===== config.mk =====
export PLATFORM = sky130hd
export DESIGN_NAME = spi_port_expander
export DESIGN_NICKNAME = d
export VERILOG_FILES = /design/src/rtl/spi_pe_pkg.sv /design/src/rtl/spi_pe_sync.sv /design/src/rtl/spi_pe_frame.sv /design/src/rtl/spi_pe_regs.sv /design/src/rtl/spi_port_expander.sv
export SDC_FILE = /design/constraint.sdc
export NUM_CORES = 1
export LEC_CHECK = 0
export BUFFER_PORTS_ARGS = -buffer_cell sky130_fd_sc_hd__buf_4
export CAP_MARGIN = 20
export CORE_ASPECT_RATIO = 1.1
export CORE_MARGIN = 2
export CORE_UTILIZATION = 53
export DETAILED_ROUTE_END_ITERATION = 6
export PLACE_DENSITY = 0.75
export SYNTH_ARGS = -nofsm -noshare
export SYNTH_HDL_FRONTEND = slang
export SYNTH_SLANG_ARGS = --single-unit

===== constraint.sdc =====
create_clock -name clk -period 1.7 [get_ports clk]
set_input_delay 0.17 -clock clk [delete_from_list [all_inputs] [get_ports clk]]
set_output_delay 0.17 -clock clk [all_outputs]
set_load 0.05 [all_outputs]

===== src/rtl/spi_pe_pkg.sv =====
// Shared definitions for the SPI port-expander slave.
// Assumes byte-wide frames; the phase type is used by the frame engine.
package spi_pe_pkg;
    localparam int BYTE_W = 8;

    typedef enum logic [1:0] {
        PH_CTRL = 2'd0,
        PH_ADDR = 2'd1,
        PH_DATA = 2'd2,
        PH_SKIP = 2'd3
    } frame_phase_t;
endpackage


===== src/rtl/spi_pe_sync.sv =====
// Multi-stage synchroniser for a bundle of asynchronous input pins.
// Assumes the inputs change much more slowly than clk. RST_VAL sets the
// value the chain holds while in reset.
module spi_pe_sync #(
    parameter int             WIDTH   = 3,
    parameter int             STAGES  = 2,
    parameter logic [WIDTH-1:0] RST_VAL = '0
) (
    input  logic             clk,
    input  logic             rst_n,
    input  logic [WIDTH-1:0] async_i,
    output logic [WIDTH-1:0] sync_o
);
    logic [WIDTH-1:0] chain_q [STAGES];

    generate
        for (genvar s = 0; s < STAGES; s++) begin : g_stage
            // Purpose: move each sample one stage along the chain.
            always_ff @(posedge clk) begin
                if (!rst_n) begin
                    chain_q[s] <= RST_VAL;
                end else if (s == 0) begin
                    chain_q[s] <= async_i;
                end else begin
                    chain_q[s] <= chain_q[(s == 0) ? 0 : s-1];
                end
            end
        end
    endgenerate

    assign sync_o = chain_q[STAGES-1];
endmodule


===== src/rtl/spi_pe_frame.sv =====
// SPI frame engine: it decodes the control, address and data bytes of a frame.
// Assumes synchronised inputs and SPI mode 0: sample on the rising edge, shift
// on the falling edge. It emits a one-cycle write strobe for each complete
// data byte of a write frame, and loads read data at byte boundaries.
module spi_pe_frame
    import spi_pe_pkg::*;
#(
    parameter logic [6:0] OPCODE    = 7'b0100000,
    parameter logic [7:0] LAST_ADDR = 8'h0A
) (
    input  logic                clk,
    input  logic                rst_n,
    input  logic                sclk_s,
    input  logic                cs_n_s,
    input  logic                mosi_s,
    input  logic [BYTE_W-1:0]   rd_data_i,
    output logic [BYTE_W-1:0]   rd_addr_o,
    output logic                wr_en_o,
    output logic [BYTE_W-1:0]   wr_addr_o,
    output logic [BYTE_W-1:0]   wr_data_o,
    output logic                miso_o
);
    localparam int CNT_W = $clog2(BYTE_W);

    frame_phase_t       phase_q;
    logic               sclk_d_q;
    logic [CNT_W-1:0]   cnt_q;
    logic [BYTE_W-1:0]  rx_q;
    logic [BYTE_W-1:0]  tx_q;
    logic [BYTE_W-1:0]  addr_q;
    logic               rd_q;
    logic               rise, fall;
    logic [BYTE_W-1:0]  byte_in;
    logic [BYTE_W-1:0]  addr_next;

    assign rise      = sclk_s & ~sclk_d_q & ~cs_n_s;
    assign fall      = ~sclk_s & sclk_d_q & ~cs_n_s;
    assign byte_in   = {rx_q[BYTE_W-2:0], mosi_s};
    assign addr_next = (addr_q == LAST_ADDR) ? '0 : addr_q + 1'b1;

    // Purpose: keep the previous serial-clock sample for edge detection.
    always_ff @(posedge clk) begin
        if (!rst_n) sclk_d_q <= 1'b0;
        else        sclk_d_q <= sclk_s;
    end

    // Purpose: bit counting, byte decoding and phase sequencing on rising edges.
    always_ff @(posedge clk) begin
        if (!rst_n) begin
            phase_q <= PH_CTRL;
            cnt_q   <= '0;
            rx_q    <= '0;
            addr_q  <= '0;
            rd_q    <= 1'b0;
            wr_en_o <= 1'b0;
            wr_addr_o <= '0;
            wr_data_o <= '0;
        end else begin
            wr_en_o <= 1'b0;
            if (cs_n_s) begin
                phase_q <= PH_CTRL;
                cnt_q   <= '0;
            end else if (rise) begin
                rx_q  <= byte_in;
                cnt_q <= cnt_q + 1'b1;
                if (cnt_q == CNT_W'(BYTE_W-1)) begin
                    unique case (phase_q)
                        PH_CTRL: begin
                            rd_q    <= byte_in[0];
                            phase_q <= (byte_in[7:1] == OPCODE) ? PH_ADDR : PH_SKIP;
                        end
                        PH_ADDR: begin
                            addr_q  <= byte_in;
                            phase_q <= PH_DATA;
                        end
                        PH_DATA: begin
                            wr_en_o   <= ~rd_q;
                            wr_addr_o <= addr_q;
                            wr_data_o <= byte_in;
                            addr_q    <= addr_next;
                        end
                        default: phase_q <= PH_SKIP;
                    endcase
                end
            end
        end
    end

    // Purpose: load or shift the read shifter on falling edges.
    always_ff @(posedge clk) begin
        if (!rst_n || cs_n_s) begin
            tx_q <= '0;
        end else if (fall) begin
            if (phase_q == PH_DATA && rd_q && cnt_q == '0) tx_q <= rd_data_i;
            else                                           tx_q <= {tx_q[BYTE_W-2:0], 1'b0};
        end
    end

    assign rd_addr_o = addr_q;
    assign miso_o    = tx_q[BYTE_W-1] & ~cs_n_s;

    AST_NO_WRITE_DESELECTED: assert property (@(posedge clk) disable iff (!rst_n)
        (cs_n_s && $past(cs_n_s)) |-> !wr_en_o);
    AST_SKIP_NO_WRITE: assert property (@(posedge clk) disable iff (!rst_n)
        (phase_q == PH_SKIP) |-> !wr_en_o);
    AST_COUNT_CLEARS: assert property (@(posedge clk) disable iff (!rst_n)
        cs_n_s |=> (cnt_q == '0));
    AST_MISO_IDLE: assert property (@(posedge clk) disable iff (!rst_n)
        $past(cs_n_s) && cs_n_s |-> !miso_o);
endmodule


===== src/rtl/spi_pe_regs.sv =====
// Port register file: the direction register, the output latch and the read
// multiplexer. Assumes the write strobe lasts one cycle. Pins drive only where
// the direction bit is 0.
module spi_pe_regs
    import spi_pe_pkg::*;
#(
    parameter logic [7:0] DIR_ADDR = 8'h00,
    parameter logic [7:0] PIN_ADDR = 8'h09,
    parameter logic [7:0] LAT_ADDR = 8'h0A
) (
    input  logic               clk,
    input  logic               rst_n,
    input  logic               wr_en_i,
    input  logic [BYTE_W-1:0]  wr_addr_i,
    input  logic [BYTE_W-1:0]  wr_data_i,
    input  logic [BYTE_W-1:0]  rd_addr_i,
    output logic [BYTE_W-1:0]  rd_data_o,
    input  logic [BYTE_W-1:0]  pin_in_i,
    output logic [BYTE_W-1:0]  pin_out_o,
    output logic [BYTE_W-1:0]  pin_oe_o
);
    logic [BYTE_W-1:0] dir_q;
    logic [BYTE_W-1:0] lat_q;

    // Purpose: update the direction register and the latch from write strobes.
    always_ff @(posedge clk) begin
        if (!rst_n) begin
            dir_q <= '1;
            lat_q <= '0;
        end else if (wr_en_i) begin
            if (wr_addr_i == DIR_ADDR) dir_q <= wr_data_i;
            if (wr_addr_i == PIN_ADDR || wr_addr_i == LAT_ADDR) lat_q <= wr_data_i;
        end
    end

    // Purpose: select the value returned for a read address.
    always_comb begin
        if      (rd_addr_i == DIR_ADDR) rd_data_o = dir_q;
        else if (rd_addr_i == PIN_ADDR) rd_data_o = pin_in_i;
        else if (rd_addr_i == LAT_ADDR) rd_data_o = lat_q;
        else                            rd_data_o = '0;
    end

    assign pin_oe_o  = ~dir_q;
    assign pin_out_o = lat_q & ~dir_q;

    AST_DIR_HOLDS: assert property (@(posedge clk) disable iff (!rst_n)
        !wr_en_i |=> $stable(dir_q));
    AST_LATCH_HOLDS: assert property (@(posedge clk) disable iff (!rst_n)
        !wr_en_i |=> $stable(lat_q));
    AST_UNMAPPED_IGNORED: assert property (@(posedge clk) disable iff (!rst_n)
        (wr_en_i && wr_addr_i != DIR_ADDR && wr_addr_i != PIN_ADDR && wr_addr_i != LAT_ADDR)
        |=> ($stable(dir_q) && $stable(lat_q)));
endmodule


===== src/rtl/spi_port_expander.sv =====
// Top of the SPI port-expander slave. It synchronises the SPI pins, decodes
// frames and holds the port registers. Assumes the serial clock is slower than
// clk/8 so that the synchroniser and edge-detect latency settle between edges.
module spi_port_expander #(
    parameter logic [6:0] OPCODE      = 7'b0100000,
    parameter int         SYNC_STAGES = 2,
    parameter logic [7:0] DIR_ADDR    = 8'h00,
    parameter logic [7:0] PIN_ADDR    = 8'h09,
    parameter logic [7:0] LAT_ADDR    = 8'h0A,
    parameter logic [7:0] LAST_ADDR   = 8'h0A
) (
    input  logic       clk,
    input  logic       rst_n,
    input  logic       spi_sclk,
    input  logic       spi_cs_n,
    input  logic       spi_mosi,
    output logic       spi_miso,
    input  logic [7:0] pin_in,
    output logic [7:0] pin_out,
    output logic [7:0] pin_oe
);
    logic [2:0] pins_s;
    logic       wr_en;
    logic [7:0] wr_addr, wr_data, rd_addr, rd_data;

    spi_pe_sync #(.WIDTH(3), .STAGES(SYNC_STAGES), .RST_VAL(3'b010)) u_sync (
        .clk(clk), .rst_n(rst_n),
        .async_i({spi_sclk, spi_cs_n, spi_mosi}),
        .sync_o(pins_s)
    );

    spi_pe_frame #(.OPCODE(OPCODE), .LAST_ADDR(LAST_ADDR)) u_frame (
        .clk(clk), .rst_n(rst_n),
        .sclk_s(pins_s[2]), .cs_n_s(pins_s[1]), .mosi_s(pins_s[0]),
        .rd_data_i(rd_data), .rd_addr_o(rd_addr),
        .wr_en_o(wr_en), .wr_addr_o(wr_addr), .wr_data_o(wr_data),
        .miso_o(spi_miso)
    );

    spi_pe_regs #(.DIR_ADDR(DIR_ADDR), .PIN_ADDR(PIN_ADDR), .LAT_ADDR(LAT_ADDR)) u_regs (
        .clk(clk), .rst_n(rst_n),
        .wr_en_i(wr_en), .wr_addr_i(wr_addr), .wr_data_i(wr_data),
        .rd_addr_i(rd_addr), .rd_data_o(rd_data),
        .pin_in_i(pin_in), .pin_out_o(pin_out), .pin_oe_o(pin_oe)
    );
endmodule


### After elaboration in Yosys (flattened, before gate mapping)

Memory sizes are Yosys's and may differ from the RTL's.
Index checks and enable logic that the tools add are counted.
Widths: inputs -> output; s select.

| storage, ports and cells | value |
|---|---|
| register bits after elaboration | 63 |
| latch bits | 0 |
| RAM bits | 6 |
| bits in read-only memories | 0 |
| input port bits | 13 |
| output and inout bits | 17 |
| word-level logic and storage cells | 71 |
| memories | 1 |

Memories:

| memory | depth | width | rd ports | clocked after Yosys merged registers in | write ports | line | text |
|---|---|---|---|---|---|---|---|
| u_sync.chain_q | 2 | 3 | 2 | 0 | 2 | spi_pe_sync.sv:14 | `logic [WIDTH-1:0] chain_q [STAGES];` |

| cells by class | value |
|---|---|
| add/sub/neg operators | 2 |
| multiply operators | 0 |
| divide/modulo/power cells | 0 |
| magnitude comparators | 0 |
| equality and inequality tests | 8 |
| shifts and indexed selects | 0 |
| multiplexer cells | 12 |
| bitwise gates (word level) | 17 |
| reductions and logical operators | 19 |

Operator list:

| cell | count |
|---|---|
| $mux 8 | 5 |
| $eq 8x4->1 const B | 4 |
| $logic_not 8->1 | 2 |
| $pmux 8 s2 | 1 |
| $reduce_and 4->1 | 3 |
| $add 8x1->8 const B | 1 |
| $and 8x8->8 | 1 |
| $not 1->1 | 8 |
| $not 8->8 | 1 |
| $eq 7x6->1 const B | 1 |
| $mux 3 | 2 |
| $pmux 2 s3 | 1 |
| $reduce_and 2->1 | 3 |
| $and 1x1->1 | 5 |
| $reduce_or 5->1 | 1 |
| $add 3x1->3 const B | 1 |
| $eq 3x3->1 const B | 1 |
| $logic_not 3->1 | 1 |
| $reduce_and 3->1 | 1 |
| $eq 2x1->1 const B | 1 |
| $eq 2x2->1 const B | 1 |
| $logic_and 1x1->1 | 2 |
| $logic_not 2->1 | 1 |
| $logic_or 1x1->1 | 2 |
| 6 further kinds | 8 |

### Logic depth before layout (Yosys ltp)

| depth | value |
|---|---|
| depth in word-level cells | 5 |
| gate-level depth with buffers | 8 |
| depth with buffers taken out | 6 |

### Cells and area by module

Synthesis repeated with hierarchy kept, for this count alone.

| unflattened totals | value |
|---|---|
| cell total of the unflattened synthesis | 395 |
| area, all modules | 3399.5 sq um |

Modules (own cells, without submodules):

| module | instances | cells each | area each (sq um) | sequential area each (sq um) |
|---|---|---|---|---|
| spi_pe_frame | 1 | 245 | 2162.1 | 940.9 |
| spi_pe_regs | 1 | 138 | 1079.8 | 320.3 |
| spi_pe_sync | 1 | 12 | 157.7 | 120.1 |

### Least setup slack after synthesis

No wires, ideal clock.

| timing | value |
|---|---|
| kind | reg2reg |
| start | reg u_frame.addr_q[0] (netlist: u_frame.rd_addr_o[0]) |
| end | reg u_frame.addr_q[7] (netlist: u_frame.rd_addr_o[7]) |
| library setup time | 0.074 ns |
| data arrival time | 1.629 ns |
| data required time | 1.626 ns |
| path slack | -0.003 ns |
| cell stages (with the launch flop) | 7 |
| clock period less this slack | 1.703 ns |
| path through | dfxtp_1 -> inv_1 -> ha_1 -> clkbuf_1 -> a41o_1 -> or4_1 -> a31oi_1 |

| between the ends | value |
|---|---|
| longest elaborated chain between the ends | 3 |

RTL lines:

| item | line | text |
|---|---|---|
| from (decl) | spi_pe_frame.sv:30 | `logic [BYTE_W-1:0] addr_q;` |
| from (signal assigned) | spi_pe_frame.sv:73 | `addr_q <= byte_in;` |
| from (signal assigned) | spi_pe_frame.sv:80 | `addr_q <= addr_next;` |
| $add 8x1->8 / $eq 8x4->1 (equally long branches) | spi_pe_frame.sv:39 | `assign addr_next = (addr_q == LAST_ADDR) ? '0 : addr_q + 1'b1;` |
| $mux 8 (*) | spi_pe_frame.sv:39 |  |
| $pmux 8 s2 (*) | spi_pe_frame.sv:67 | `unique case (phase_q)` |

Mark *: on every way between the ends. The rest lies on a longest branch, timed or not.
A chain may end at the register's enable or synchronous reset.

### Worst setup path after layout

| timing | value |
|---|---|
| start | reg u_frame.phase_q[0] |
| end | reg u_frame.tx_q[3] |

| between the ends | value |
|---|---|
| longest elaborated chain between the ends | 4 |

RTL lines:

| item | line | text |
|---|---|---|
| from (decl) | spi_pe_frame.sv:25 | `frame_phase_t phase_q;` |
| from (signal assigned) | spi_pe_frame.sv:70 | `phase_q <= (byte_in[7:1] == OPCODE) ? PH_ADDR : PH_SKIP;` |
| $eq 2x2->1 | spi_pe_frame.sv:94 | `if (phase_q == PH_DATA && rd_q && cnt_q == '0) tx_q <= rd_data_i;` |
| $logic_and 1x1->1 (2 in series) | spi_pe_frame.sv:94 |  |
| $mux 8 | spi_pe_frame.sv:94 |  |
| to (signal assigned) | spi_pe_frame.sv:94 |  |
| to (signal assigned) | spi_pe_frame.sv:95 | `else tx_q <= {tx_q[BYTE_W-2:0], 1'b0};` |
| to (decl) | spi_pe_frame.sv:29 | `logic [BYTE_W-1:0] tx_q;` |

Every way passes these cells.

==> run_results.csv <==
group,metric,value,unit
detailed_routing,wl,7.455,mm
floorplanning,start_util,55.53,%
timing,slew_headroom,71.24,%
yosys,synth.avg_cell_area,8.590,um^2
layout,drive_gt1_share,19.49,%
worst_setup_path,cp_num_buf_inv,1,
yosys,synthDistinctLibCells,45,
worst_setup_path,path_delay_family,"simple AND/OR/NAND/NOR gates",
worst_setup_path,reg2reg_depth,6,
clock_tree,cts_tree,"yes",
floorplanning,io_pins,30,
worst_setup_path,critPathCaptureType,"flip-flop",
hold_path,min_from,"spi_mosi",
worst_setup_path,worst_setup_path_start_kind,"flip-flop",
yosys,synthAdderAreaFrac,4.216,%
worst_setup_path,max_stage_delay,0.35,ns
yosys,ys_ff_latch,69,
yosys,synthMuxAreaShare,7.053,%
yosys,synth_flop_cell,"dfxtp_1",
clock_tree,clockBufferDepth,2,
timing,whs,0.02307,ns
yosys,synth-xor-area-share,0.5366,%
worst_setup_path,r2r_slack,0.08,ns
yosys,async_flop_share,0,%
grt,antenna_found_initial,0,
clock_tree,clock_sink_count,69,
timing,slew_violations,0,
grt,first_global_vias,2570,
floorplanning,die_w,78.83,um
timing,period_minus_slack,1.625,ns
floorplanning,row_count,29,
clock_tree,path_clk_slew,0.08,ns
yosys,synthesis.nets,404,
worst_setup_path,reg2reg_to,"u_frame.tx_q[3]$_SDFFE_PP0P_",
layout,fin_nets,450,
power_and_ir_drop,power.total,0.002939,W
clock_tree,clk_latency,0.35,ns
job,cap_violations,0,
placed_design,place_area,0.003670,mm^2
detailed_routing,first_iter_violations,152,
worst_setup_path,cp.arrival,1.91,ns
worst_setup_path,cpMaxStageDelayCell,"dfxtp_2",
layout,fin_area,0.003920,mm^2
yosys,syn_area,0.003264,mm^2
grt,grt_overflow,0,
timing,worst_pin_slew,0.4315,ns
layout,post_layout_nonfiller_instances,508,
yosys,synth_simple_gate_area_share,24.88,%
detailed_routing,drc_errors,0,
layout,n_fill_cell,496,
hold_path,holdPathEnd,"u_sync.chain_q[0][0]$_SDFF_PN0_",
power_and_ir_drop,irDropWorstVdd,0.5833,mV
power_and_ir_drop,p_leak,1.652,nW
floorplanning,dieArea,0.006804,mm^2
grt,grt_pass1_wl,11.87,mm
yosys,ys_warn_count,0,
yosys,syn_inst,380,
detailed_routing,wire_per_inst,14.68,um
yosys,synth_top_family_by_area,"simple AND/OR/NAND/NOR gates",
grt,grt_use_total,22.61,%
hold_path,hp-class,"primary input to flip-flop",
worst_setup_path,critPathRequiredTime,1.99,ns
run_status,status,"completed",
placed_design,dp_hpwl,5.342,mm
layout,fin_util,66.69,%
timing,max_freq,0.6154,GHz
yosys,synth_seq_area_share,42.32,%
timing,skew,0.01542,ns
layout,syn2layout_area_growth,20.08,%
worst_setup_path,worstPathCellList,"inv_1 -> ha_2 -> nand4b_1 -> and3b_1 -> o21ai_0 -> a21oi_1",
hold_path,holdPathStages,2,
worst_setup_path,crit_type,"flip-flop to flip-flop",
detailed_routing,final_antenna_net_count,0,
placed_design,routabilityCongestion,0.9359,
timing,timing.final.crit_share,95.59,%
clock_tree,cts_made_buffers,9,
yosys,synth_edf_count,0,
yosys,synth_compound_area_share,16.37,%
power_and_ir_drop,p_per_area,749.8,mW/mm^2
timing,hold_viol,0,
floorplanning,die_h,86.31,um
floorplanning,core_area,0.005878,mm^2
placed_design,place_inst,488,
detailed_routing,drt-vias-per-instance,5.486,
grt,grt_max_degree,30,
detailed_routing,num_vias,2787,
clock_tree,cts_root_buf,"clkbuf_8",
layout,antenna_cells,0,
detailed_routing,drt_pre_antenna_iters,4,
timing,setup_viol,0,
worst_setup_path,cp.depth,6,
placed_design,portBuffers,29,
clock_tree,htree_levels,3,
worst_setup_path,r2r_start,"u_frame.phase_q[0]$_SDFFE_PP0P_",
worst_setup_path,path_max_fanout,5,
[per-stage QoR]
stage          worst slack, ns   TNS [ns]
2_1_floorplan          0.05612          0
3_3_place_gp           0.09008          0
3_5_place_dp           0.02042          0
4_1_cts                0.03244          0
5_1_grt              -0.008440  -0.008944
6_report               0.07505          0
[layout by cell type (no fill, tap or decap), types with 2 or more instances in the layout]
| master | count |
|---|---|
| nor4_1 | 2 |
| o21ai_0 | 10 |
| nor3_1 | 5 |
| and3b_1 | 4 |
| a21boi_0 | 22 |
| buf_4 | 51 |
| mux2i_1 | 23 |
| clkbuf_8 | 10 |
| ha_2 | 3 |
| o32a_1 | 2 |
| nand2_1 | 60 |
| nor2b_1 | 28 |
| nand4_1 | 2 |
| o211ai_1 | 2 |
| nand4b_1 | 2 |
| nand3_1 | 8 |
| a32oi_1 | 2 |
| dfxtp_1 | 66 |
| ha_1 | 7 |
| nand3b_1 | 5 |
| o22ai_1 | 7 |
| and2_1 | 6 |
| clkinv_2 | 2 |
| clkinv_4 | 2 |
| a21oi_1 | 23 |
| dfxtp_2 | 3 |
| inv_1 | 20 |
| nor2_1 | 18 |
| a211oi_1 | 2 |
| o221a_2 | 3 |
| and3_1 | 4 |
| nand2b_1 | 4 |
| inv_6 | 2 |
[area by class of cell]
type	count	area [um^2]	share of cell area, %
inverters	21	78.83	2.011
clock inverters	6	45.04	1.149
repair buffers	53	412.9	10.53
flip-flops and latches	69	1385	35.33
well taps	77	96.34	2.458
clock buffers	10	137.6	3.511
multi-input cells	272	1764	45.00
[routing by layer]
metal	up-vias	GRT usage (%)	wire length, um
met1	1291	28.35	3355
met4	0	10.50	196
met5	-	0	0
li1	1405	-	-
met3	17	5.104	341
met2	74	37.22	3562
[flip-flops by register name (all words and copies together) (netlist names)]
signal,flops
u_regs.dir_q,8
u_regs.lat_q,8
u_frame.tx_q,8
u_frame.rd_q,1
u_frame.sclk_d_q,1
u_frame.wr_en_o,1
u_frame.rx_q,7
u_sync.chain_q,6
u_frame.wr_addr_o,8
u_frame.phase_q,2
u_frame.cnt_q,3
u_frame.rd_addr_o,8
u_frame.wr_data_o,8
[worst max path at each step]
stage | start | endpoint | slack, ns
global placement | u_frame.rd_addr_o[4]$_SDFFE_PN0P_ | u_frame.tx_q[1]$_SDFFE_PP0P_ | 0.09
detailed placement | u_frame.rd_addr_o[4]$_SDFFE_PN0P_ | u_frame.rd_addr_o[1]$_SDFFE_PN0P_ | 0.02
CTS | u_frame.rd_addr_o[0]$_SDFFE_PN0P_ | u_frame.rd_addr_o[3]$_SDFFE_PN0P_ | 0.03
floorplan | u_frame.rd_addr_o[0]$_SDFFE_PN0P_ | u_frame.rd_addr_o[7]$_SDFFE_PN0P_ | 0.06
finish | u_frame.phase_q[0]$_SDFFE_PP0P_ | u_frame.tx_q[3]$_SDFFE_PP0P_ | 0.08
global route | u_frame.phase_q[0]$_SDFFE_PP0P_ | u_frame.tx_q[4]$_SDFFE_PP0P_ | -0.008
[synthesized netlist by cell type, types with 2 or more instances]
cell      count  share of area (%)
o211ai_1      2               0.46
clkbuf_1     14                1.6
nor2b_1      28                5.4
a21oi_1      23                3.5
a32oi_1       2               0.54
and3b_1       4                1.1
and3_1        4               0.77
o221a_2       3                1.0
a211oi_1      2               0.46
ha_1         11                4.2
o22ai_1       7                1.3
and2_1        6                1.1
inv_1        21                2.4
nand4_1       2               0.38
buf_2         3               0.46
mux2i_1      23                7.1
a21boi_0     22                5.1
dfxtp_1      69                 42
nand4b_1      2               0.54
nand2_1      60                6.9
nor2_1       18                2.1
o32a_1        2               0.61
nor3_1        6               0.92
nor4_1        2               0.38
nand2b_1      4               0.77
nand3b_1      5                1.1
nand3_1       8                1.2
o21ai_0      10                1.5
[repair_timing]
item,4_1_cts,5_1_grt
gates resized for setup,0,10
endpoints found under the setup margin,0,12
buffers inserted,0,3
hold buffers,1,0
endpoints found under the hold margin,1,0
[kinds of logic after synthesis]
family,count (synthesis)
flip-flops,69
AND/OR/NAND/NOR,156
XOR/XNOR,2
multiplexers,23
adder cells (fa/ha/maj),11
AO/OA/AOI/OAI,80
buffers and inverters,39
[power breakdown]
group	leakage (nW)	switching [W]	internal [W]
clock	0.0970	0.000660	0.000579
sequential	0.559	0.00000682	0.00162
combinational	0.996	0.0000305	0.0000397
Note: power is estimated with default switching activity, not from simulation.
